===== src/rtl/cfg_cycle_seq.sv =====
module cfg_cycle_seq #(
  parameter logic [31:0] NP_LOCAL  = 32'h4000_0000,
  parameter logic [31:0] PF_LOCAL  = 32'h5000_0000,
  parameter logic [31:0] CFG_LOCAL = 32'h6100_0000,
  parameter logic [31:0] PF_PCI    = 32'h1000_0000
) (
  input  logic        clk,
  input  logic        rst_n,
  input  logic        req_start,
  input  logic        req_write,
  input  logic [8:0]  req_bus,
  input  logic [8:0]  req_devfn,
  input  logic [8:0]  req_off,
  input  logic [1:0]  req_size,
  input  logic [31:0] req_wdata,
  output logic        busy,
  output logic        done,
  output logic        err,
  output logic [31:0] rdata,
  output logic        reg_wr,
  output logic [1:0]  reg_sel,
  output logic [31:0] reg_wdata,
  output logic        acc_rd,
  output logic        acc_wr,
  output logic [23:0] acc_addr,
  output logic [1:0]  acc_size,
  output logic [31:0] acc_wdata,
  input  logic [31:0] acc_rdata
);
  localparam logic [31:0] BASE_MASK = 32'hFFF0_0000;
  localparam logic [31:0] W0_WIDE   = (NP_LOCAL & BASE_MASK) | 32'h91;
  localparam logic [31:0] W0_NORM   = (NP_LOCAL & BASE_MASK) | 32'h81;
  localparam logic [31:0] W1_CFG    = (CFG_LOCAL & BASE_MASK) | 32'h41;
  localparam logic [31:0] W1_PF     = (PF_LOCAL & BASE_MASK) | 32'h81;
  localparam logic [31:0] M1_PF     = {16'h0, PF_PCI[31:20], 4'hC};

  typedef enum logic [3:0] {
    S_IDLE, S_OPEN0, S_BASE1, S_MAP1, S_XFER, S_CHK, S_CAP,
    S_REST1, S_RMAP1, S_CLOSE0, S_DONE
  } state_t;

  state_t      state;
  logic        q_wr;
  logic [7:0]  q_bus, q_devfn, q_off;
  logic [1:0]  q_size;
  logic [31:0] q_wdata;
  logic [23:0] cfg_addr;
  logic [15:0] cfg_map;
  logic [4:0]  slot;
  logic        bad_req;

  function automatic logic [31:0] fit(input logic [31:0] v, input logic [1:0] s);
    case (s)
      2'd0:    fit = {24'h0, v[7:0]};
      2'd1:    fit = {16'h0, v[15:0]};
      default: fit = v;
    endcase
  endfunction

  assign bad_req = req_bus[8] | req_devfn[8] | req_off[8];
  assign slot    = q_devfn[7:3];

  always_comb begin
    cfg_addr = '0;
    cfg_map  = 16'h000A;
    if (q_bus == 8'd0) begin
      cfg_addr[10:8] = q_devfn[2:0];
      if (slot <= 5'd12)
        cfg_addr[int'(slot) + 11] = 1'b1;
      else if (slot <= 5'd20)
        cfg_map[int'(slot) - 5] = 1'b1;
    end else begin
      cfg_addr[23:16] = q_bus;
      cfg_addr[15:8]  = q_devfn;
      cfg_map[0]      = 1'b1;
    end
    cfg_addr[7:0] = q_off;
  end

  always_ff @(posedge clk or negedge rst_n) begin
    if (!rst_n) begin
      state   <= S_IDLE;
      q_wr    <= 1'b0;
      q_bus   <= '0;
      q_devfn <= '0;
      q_off   <= '0;
      q_size  <= '0;
      q_wdata <= '0;
      err     <= 1'b0;
      rdata   <= '0;
    end else begin
      case (state)
        S_IDLE: if (req_start) begin
          q_wr    <= req_write;
          q_bus   <= req_bus[7:0];
          q_devfn <= req_devfn[7:0];
          q_off   <= req_off[7:0];
          q_size  <= req_size;
          q_wdata <= req_wdata;
          err     <= bad_req;
          rdata   <= '0;
          state   <= bad_req ? S_DONE : S_OPEN0;
        end
        S_OPEN0:  state <= S_BASE1;
        S_BASE1:  state <= S_MAP1;
        S_MAP1:   state <= S_XFER;
        S_XFER:   state <= q_wr ? S_CHK : S_CAP;
        S_CHK:    state <= S_CAP;
        S_CAP: begin
          rdata <= fit(acc_rdata, q_size);
          state <= S_REST1;
        end
        S_REST1:  state <= S_RMAP1;
        S_RMAP1:  state <= S_CLOSE0;
        S_CLOSE0: state <= S_DONE;
        default:  state <= S_IDLE;
      endcase
    end
  end

  assign busy      = state != S_IDLE;
  assign done      = state == S_DONE;
  assign acc_wr    = state == S_XFER && q_wr;
  assign acc_rd    = (state == S_XFER && !q_wr) || state == S_CHK;
  assign acc_addr  = cfg_addr;
  assign acc_size  = q_size;
  assign acc_wdata = fit(q_wdata, q_size);

  always_comb begin
    reg_wr    = 1'b1;
    reg_sel   = 2'd0;
    reg_wdata = '0;
    case (state)
      S_OPEN0:  reg_wdata = W0_WIDE;
      S_BASE1:  begin reg_sel = 2'd1; reg_wdata = W1_CFG; end
      S_MAP1:   begin reg_sel = 2'd2; reg_wdata = {16'h0, cfg_map}; end
      S_REST1:  begin reg_sel = 2'd1; reg_wdata = W1_PF; end
      S_RMAP1:  begin reg_sel = 2'd2; reg_wdata = M1_PF; end
      S_CLOSE0: reg_wdata = W0_NORM;
      default:  reg_wr = 1'b0;
    endcase
  end
endmodule


===== config.mk =====
export PLATFORM = sky130hd
export DESIGN_NAME = cfg_cycle_seq
export DESIGN_NICKNAME = d
export VERILOG_FILES = /design/src/rtl/cfg_cycle_seq.sv
export SDC_FILE = /design/constraint.sdc
export NUM_CORES = 1
export LEC_CHECK = 0
export ABC_AREA = 1
export CAP_MARGIN = 20
export CORE_UTILIZATION = 37
export DETAILED_ROUTE_END_ITERATION = 8
export PLACE_DENSITY_LB_ADDON = 0.2
export SYNTH_ARGS = -nofsm -noshare
export SYNTH_HDL_FRONTEND = slang
export SYNTH_SLANG_ARGS = --single-unit

===== constraint.sdc =====
create_clock -name clk -period 1.3 [get_ports clk]
set_input_delay 0.26 -clock clk [delete_from_list [all_inputs] [get_ports clk]]
set_output_delay 0.26 -clock clk [all_outputs]
set_load 0.01 [all_outputs]

* After elaboration in Yosys (flattened, before gate mapping) *
Cells that the tools add are included.

word-level totals
  bits in registers = 96
  bits in latches = 0
  bits in writable memories = 0
  memory bits (read-only) = 0
  memories kept = 0

cells by class
  $add $sub $neg = 2
  $mul = 0
  divide/modulo/power cells = 0
  order comparisons = 6
  equal/unequal tests = 12
  shifts and indexed selects = 0
  mux-type cells = 21
  bitwise logic cells = 3
  reduce and logical (&&, ||, !) cells = 16

operators by type and width
  kind                 count
  $pmux 32 s2          3
  $pmux 31 s6          1
  $mux 16              3
  $pmux 4 s10          1
  $mux 32              1
  $mux 24              1
  $or 11x24->24        1
  $eq 4x3->1 const B   4
  $mux 15              1
  $eq 4x4->1 const B   3
  $ge 6x1->1 const B   2
  $lt 6x6->1 const B   2
  $eq 4x2->1 const B   2
  $logic_not 8->1      1
  $mux 4               2
  $add 5x4->6 const B  1
  $reduce_or 6->1      1
  $sub 5x3->6 const B  1
  $demux 1 s5          1
  $le 5x4->1 const B   1
  $le 5x5->1 const B   1
  $demux 1 s4          1
  $eq 4x1->1 const B   1
  $logic_and 1x1->1    4
  14 further kinds     20

* Depth between registers and ports, before layout *
Gate-level depths: netlist of run 1.

  word-level depth = 9
  gate-level depth with buffers = 8
  gate-level depth less buffers = 8

* Worst setup path before layout of run 1 *
Ideal clock, no wire load.

  path kind = register -> output
  from = reg state[1]
  to = out reg_wdata[13]
  arrival = 1350 ps
  required time = 1040 ps
  setup slack = -310 ps
  stages on the path, launching flop included = 8
  cells stage by stage = dfrtp_1 -> nor2_2 -> inv_2 -> nor2_1 -> nor2_1 -> nand2_2 -> nand3_1 -> nor2_1

on the way
  longest elaborated chain between the ends = 2
  elaborated cells on any way between the ends = 7
  those cells by class = eq/ne: 6; mux: 1

ends and longest elaborated chain
  what                                      RTL line  source
  from (decl)                               42        state_t state;
  from (signal assigned)                    102       state <= bad_req ? S_DONE : S_OPEN0;
  from (signal assigned)                    107       S_XFER: state <= q_wr ? S_CHK : S_CAP;
  $eq 4x4->1, or another cell as far along  133       case (state)
  $pmux 31 s6 (*)                           133
  to (decl)                                 22        output logic [31:0] reg_wdata,

Every way passes the cells marked *; elsewhere a longest branch is shown, timed or not.

* Final worst setup path of run 1 *
  from = reg state[2]
  to = out reg_wdata[14]

The elaborated chain is that of the path after synthesis.

==> flow_metrics.py, run 1 <==
metrics = {
    "run_status": {
        "status": "finished, violations left",
        "violations": "setup timing",
    },
    "die": {
        "die_area_um2": 13200,
        "io-pin-count": 227,
        "initial_core_util_pct": 38.7,
        "die_w_um": 115,
        "die_h_um": 115,
        "std_cell_rows": 40,
        "coreArea_um2": 12200,
    },
    "clock_network": {
        "clock_path_buffers": 2,
        "cts-htree-levels": 3,
        "cts_tree": "yes",
        "cts.sinks": 96,
        "clock_latency_ns": 0.35,
        "cts_buffers": 9,
        "path_clk_slew_ns": 0.07,
        "cts_root_buf": "clkbuf_16",
    },
    "timing": {
        "period_minus_slack_ns": 2.13,
        "worst_slack_ns": -0.831,
        "slew_headroom_pct": 64.4,
        "hold_slack_ns": 0.313,
        "grt_setup_unrepaired": "true",
        "tns_ns": -73.71,
        "tightest_slew_ns": 0.534,
        "finalMaxSlewViolations": 0,
        "fmax_mhz": 469,
        "hold_violations": 0,
        "setup_viol": 160,
        "clock-skew-final_ns": 0.0113,
        "finalCritPeriodShare_pct": 164,
    },
    "critical_path": {
        "path_max_fanout": 4,
        "path_common_cell": "nor2_4",
        "worstSetupStartpointType": "flop",
        "critPathBufInv": 4,
        "crit_family": "simple AND/OR/NAND/NOR gates",
        "max_stage_delay_ns": 0.40,
        "worstPathCellList": "inv_2 > nand2_4 > buf_6 > nor2_4 > nor2_4 > nand2_2 > buf_4 > nand3_1 > nor2_2 > buf_2",
        "required_ns": 1.04,
        "end_kind": "output port",
        "critPathKind": "flop to output port",
        "critPathArrivalTime_ns": 1.87,
        "crit_slowest_cell": "dfrtp_1",
    },
    "route": {
        "drtIter0Drc": 289,
        "drtPass1Iterations": 4,
        "vias_per_cell": 4.96,
        "drtAntennaViolNets": 0,
        "drcViolationCount": 0,
        "routed_wirelength_mm": 20.2,
        "routedWlPerCell_um": 18.2,
        "vias": 5483,
    },
    "power_and_ir_drop": {
        "power.density_nw_per_um2": 2410,
        "swShare_pct": 41.7,
        "intPower_w": 0.0141,
        "clkPwrFrac_pct": 11.8,
        "peakVddDrop_mv": 1.15,
        "p_comb_share_pct": 65.2,
        "switchingPower_w": 0.0101,
        "p_seq_share_pct": 23.1,
        "p_leak_nw": 5.86,
    },
    "global_route": {
        "grt_max_degree": 45,
        "grt_overflow_total": 0,
        "grt_pass1_vias": 5488,
        "grt_pass1_wl_mm": 26.7,
        "grt_usage_pct": 26.2,
        "antenna_found_initial": 1,
    },
    "cells_and_area": {
        "design_area_um2": 10100,
        "final_common_cell": "nand2_1",
        "drive_above_1_share_pct": 54.1,
        "nets": 1031,
        "diodes": 0,
        "area_growth_pct": 113,
        "final_cell_mix": "nand2_1 (96), clkdlybuf4s50_1 (95), dfrtp_1 (90)",
    },
    "placed_design": {
        "placed_cell_area_um2": 7380,
        "port_buffers": 213,
        "gp_congestion": 0.899,
        "hpwl_mm": 10.5,
    },
    "synthesis": {
        "synth.area.top_cells": "dfrtp_1 (51%), nand2_1 (18%), nand3_1 (6.7%), buf_4 (4.9%), inv_1 (4.8%)",
        "avgSynthCellArea_um2": 7.77,
        "netlist_instances": 608,
        "synth_seq_cells": 96,
        "yosys.area.top_type_share_pct": 50.8,
        "syn-cell-area_um2": 4730,
        "synth.largest_area_cell": "dfrtp_1",
        "yosysWarnings": 0,
        "yosysSeqAreaShare_pct": 50.8,
        "synth_cell_types": 29,
    },
    "run": {
        "cap_viol_max_count": 0,
    },
    "worst_hold_path": {
        "hold_path_class": "input pin to async pin",
    },
}
[power by group through the flow]
| stage | clock (W) | sequential (W) | combinational (W) |
|---|---|---|---|
| 2_1_floorplan | 0 | 0.00537 | 0.00450 |
| 3_3_place_gp | 0 | 0.00513 | 0.00989 |
| 3_5_place_dp | 0 | 0.00519 | 0.0101 |
| 4_1_cts | 0.00286 | 0.00530 | 0.0130 |
| 5_1_grt | 0.00302 | 0.00573 | 0.0167 |
| 6_report | 0.00285 | 0.00560 | 0.0158 |
[through the flow]
stage	worst slack [ns]	util (%)	total power, W	std cells
after floorplan	-0.176	-	0.00987	620
after global placement	-0.693	60.4	0.0150	1014
after detailed placement	-0.738	60.4	0.0152	1014
after CTS	-0.725	72.0	0.0212	1097
after global routing	-0.896	82.5	0.0255	1106
final	-0.831	82.5	0.0243	1106
[cells in the mapped netlist, drive strengths merged]
| cell type | number |
|---|---|
| a21oi | 3 |
| o21ai | 41 |
| dfrtp | 96 |
| a21o | 1 |
| nand4 | 3 |
| buf | 39 |
| conb | 1 |
| nand3 | 65 |
| inv | 69 |
| nor3 | 3 |
| o211ai | 1 |
| nand2 | 225 |
| nor2 | 47 |
| clkbuf | 11 |
| or2 | 1 |
| nor3b | 1 |
| a31oi | 1 |
[metal layers]
metal  wire length, µm  track usage [%]
met5                13                0
met4               706             12.1
met3              1160             6.43
met2             10900             47.2
met1              7390             29.2
[final timing paths]
check,start,end,slack [ns],depth (start not counted)
setup reg to reg,state[2],q_devfn[3],-0.56,13
max in group asynchronous,rst_n,q_devfn[3],0.45,3
hold / removal,rst_n,rdata[2],0.31,2
hold reg to reg,q_devfn[2],q_devfn[2],0.47,2
setup / recovery,state[2],reg_wdata[14],-0.83,10
min in group clk,acc_rdata[6],rdata[6],0.45,3
[cell type report]
type	count	area, µm²
Clock buffer	10	229
Clock inverter	5	81.3
Fill cell	678	2140
Inverter	69	284
Multi-Input combinational cell	405	3010
Sequential cell	96	2410
Tap cell	168	210
Timing Repair Buffer	353	3840
[state kept, by name, indices dropped and copies added, names as in the netlist]
register and flops:
acc_size 2, err 1, q_bus 8, q_devfn 8, q_off 8, q_wdata 32, q_wr 1, rdata 32
state 4
[logic make-up after synthesis]
logic type      share of synthesized area (%)
other cells                            0.0794
buf+inv                                  12.5
flops                                    50.8
simple gates                             31.4
compound gates                           5.19
[what timing repair did]
| action | in CTS | in global routing |
|---|---|---|
| setup buffers | 60 | 25 |
| cloned | 12 | 7 |
| endpoints found under the setup margin | 212 | 212 |
| pin swaps | 29 | 68 |
| hold endpoints to repair | 13 | 0 |
| hold buffers | 1 | 0 |
| resized for setup | 456 | 361 |
Note: power is estimated with default switching activity, not from simulation.
==> run 2, diff against run 1 <==
Settings changed: CORE_MARGIN from default to 8.
==> run 2 against run 1 <==
The run still ends with setup timing left. Final cell count grew 0.45%. Sequential power shrank 0.7%. Register-to-register slack lost 0.11 ns. First-iteration DRC count shrank 6.9%. Setup slack gained 0.040 ns. Hold slack gained 0.047 ns. Power grew 0.76%. Combinational power is essentially flat. Critical endpoint is now reg_wdata[11]. Largest power group unchanged. Highest routed layer is now met4.
==> flow_metrics.py, run 2 (synthesis results as in run 1) <==
metrics = {
    "run_status": {
        "status": "finished, violations left",
        "violations": "setup timing",
    },
    "placed_design": {
        "placed_cell_area_um2": 7360,
        "gp_congestion": 0.944,
        "port_buffers": 213,
        "hpwl_mm": 11.8,
    },
    "timing": {
        "tns_ns": -89.24,
        "period_minus_slack_ns": 2.09,
        "fmax_mhz": 478,
        "setup_viol": 159,
        "clock-skew-final_ns": 0.00968,
        "finalCritPeriodShare_pct": 161,
        "finalMaxSlewViolations": 0,
        "hold_violations": 0,
        "grt_setup_unrepaired": "true",
        "worst_slack_ns": -0.791,
    },
    "critical_path": {
        "crit_cells": 8,
        "worstPathCellList": "buf_6 > nand3_1 > nand2_2 > nor2_4 > nand2_4 > nand2_1 > nor2_4 > buf_6",
        "crit_slowest_cell": "dfrtp_2",
        "crit_family": "simple AND/OR/NAND/NOR gates",
        "worstSetupStartpointType": "flop",
        "critPathBufInv": 2,
        "required_ns": 1.04,
        "critPathArrivalTime_ns": 1.83,
        "timing.rr.end": "q_wdata[14]",
        "path_max_fanout": 7,
        "reg2reg_depth": 13,
        "ff2ff_setup_slack_ns": -0.67,
        "critPathKind": "flop to output port",
        "reg2reg_from": "state[0]",
        "end_kind": "output port",
        "max_stage_delay_ns": 0.50,
    },
    "power_and_ir_drop": {
        "p_leak_nw": 5.05,
        "p_comb_share_pct": 65.7,
        "swShare_pct": 41.7,
        "clkPwrFrac_pct": 11.6,
        "intPower_w": 0.0142,
        "peakVddDrop_mv": 1.21,
        "p_seq_share_pct": 22.7,
        "power.density_nw_per_um2": 2440,
        "switchingPower_w": 0.0102,
    },
    "route": {
        "drtPass1Iterations": 4,
        "drcViolationCount": 0,
        "routed_wirelength_mm": 21.4,
        "drtIter0Drc": 269,
        "vias_per_cell": 4.96,
        "vias": 5507,
        "drtAntennaViolNets": 0,
        "routedWlPerCell_um": 19.3,
    },
    "worst_hold_path": {
        "hold_path_class": "input pin to async pin",
    },
    "cells_and_area": {
        "design_area_um2": 10000,
        "largest_registers": "q_wdata x32, rdata x32",
        "diodes": 0,
        "area_growth_pct": 112,
        "nets": 1031,
        "nFillCells": 768,
        "drive_above_1_share_pct": 54.4,
        "utilization_pct": 79.6,
        "final_common_cell": "clkdlybuf4s50_1",
        "final_cell_mix": "clkdlybuf4s50_1 (95), buf_6 (94), dfrtp_1 (91)",
    },
    "global_route": {
        "grt_use_met2_pct": 41.3,
        "busiest_layer": "met2",
        "grt_pass1_vias": 5704,
        "grt_usage_pct": 23.4,
        "grt_max_degree": 38,
        "grt_overflow_total": 0,
        "grt_pass1_wl_mm": 30.2,
        "grt.met1_usage_pct": 25.9,
        "use_met3_pct": 5.83,
        "antenna_found_initial": 0,
    },
    "clock_network": {
        "cts_root_buf": "clkbuf_16",
        "cts_tree": "yes",
        "cts-htree-levels": 3,
        "clock_latency_ns": 0.35,
        "cts_buffers": 9,
        "path_clk_slew_ns": 0.07,
        "cts.sinks": 96,
        "clock_path_buffers": 2,
    },
    "die": {
        "die_w_um": 129,
        "std_cell_rows": 41,
        "coreArea_um2": 12600,
        "initial_core_util_pct": 37.6,
        "die_area_um2": 16600,
        "die_h_um": 129,
        "io-pin-count": 227,
    },
    "run": {
        "cap_viol_max_count": 0,
    },
}
[run 2: worst max-delay path by stage]
stage | to | start | slack (ns)
final | reg_wdata[11] | state[0] | -0.79
after global routing | reg_wdata[14] | state[0] | -0.89
after CTS | reg_wdata[8] | q_bus[0] | -0.76
after detailed placement | acc_addr[12] | q_devfn[3] | -0.73
after global placement | acc_addr[16] | q_devfn[4] | -0.69
after floorplan | reg_wdata[13] | state[0] | -0.18
[run 2: area by class of cell]
cell class / instances / area (µm²) / share of cell area, %
sequential: 96 / 2410 / 24.1
timing repair buffer: 353 / 3860 / 38.6
tap: 172 / 215 / 2.15
clock buffer: 11 / 233 / 2.33
multi-input combinational: 405 / 2920 / 29.2
clock inverter: 5 / 81.3 / 0.813
inverter: 69 / 282 / 2.82
[run 2: timing repair]
item	4_1_cts	5_1_grt
endpoints found under the setup margin	212	176
gates resized for setup	632	245
gates cloned	20	1
pin swaps	70	60
hold buffers	1	0
endpoints found under the hold margin	22	0
setup buffers	62	27
[run 2: power by group through the flow]
| stage | sequential [W] | combinational [W] | clock [W] |
|---|---|---|---|
| final | 0.00556 | 0.0161 | 0.00283 |
| after global routing | 0.00568 | 0.0170 | 0.00301 |
| after CTS | 0.00539 | 0.0140 | 0.00289 |
| after detailed placement | 0.00516 | 0.0101 | 0 |
| after global placement | 0.00510 | 0.00997 | 0 |
| after floorplan | 0.00537 | 0.00450 | 0 |
[run 2: routing by layer]
metal  wire (µm)  share of wire (%)
met4         825                3.9
met5           0                  0
met1        7790                 36
met2       11400                 53
met3        1370                6.4
[run 2: through the flow]
step / hold slack, ns / std cells / worst slack, ns / power, W
2_1_floorplan: -0.0356 / 620 / -0.176 / 0.00987
4_1_cts: 0.363 / 1108 / -0.763 / 0.0223
3_3_place_gp: 0.193 / 1014 / -0.692 / 0.0151
5_1_grt: 0.397 / 1111 / -0.889 / 0.0257
6_report: 0.360 / 1111 / -0.791 / 0.0244
3_5_place_dp: 0.199 / 1014 / -0.731 / 0.0153
[run 2: worst register-to-register path, stage by stage, from the launching register on]
cell,delay (ns)
dfrtp_2,0.50
nor2_4,0.19
inv_2,0.08
buf_6,0.12
buf_6,0.11
nor2_4,0.12
buf_6,0.13
nand2_8,0.08
inv_8,0.10
buf_12,0.11
buf_12,0.12
buf_16,0.14
nand2_2,0.04
o21ai_1,0.07
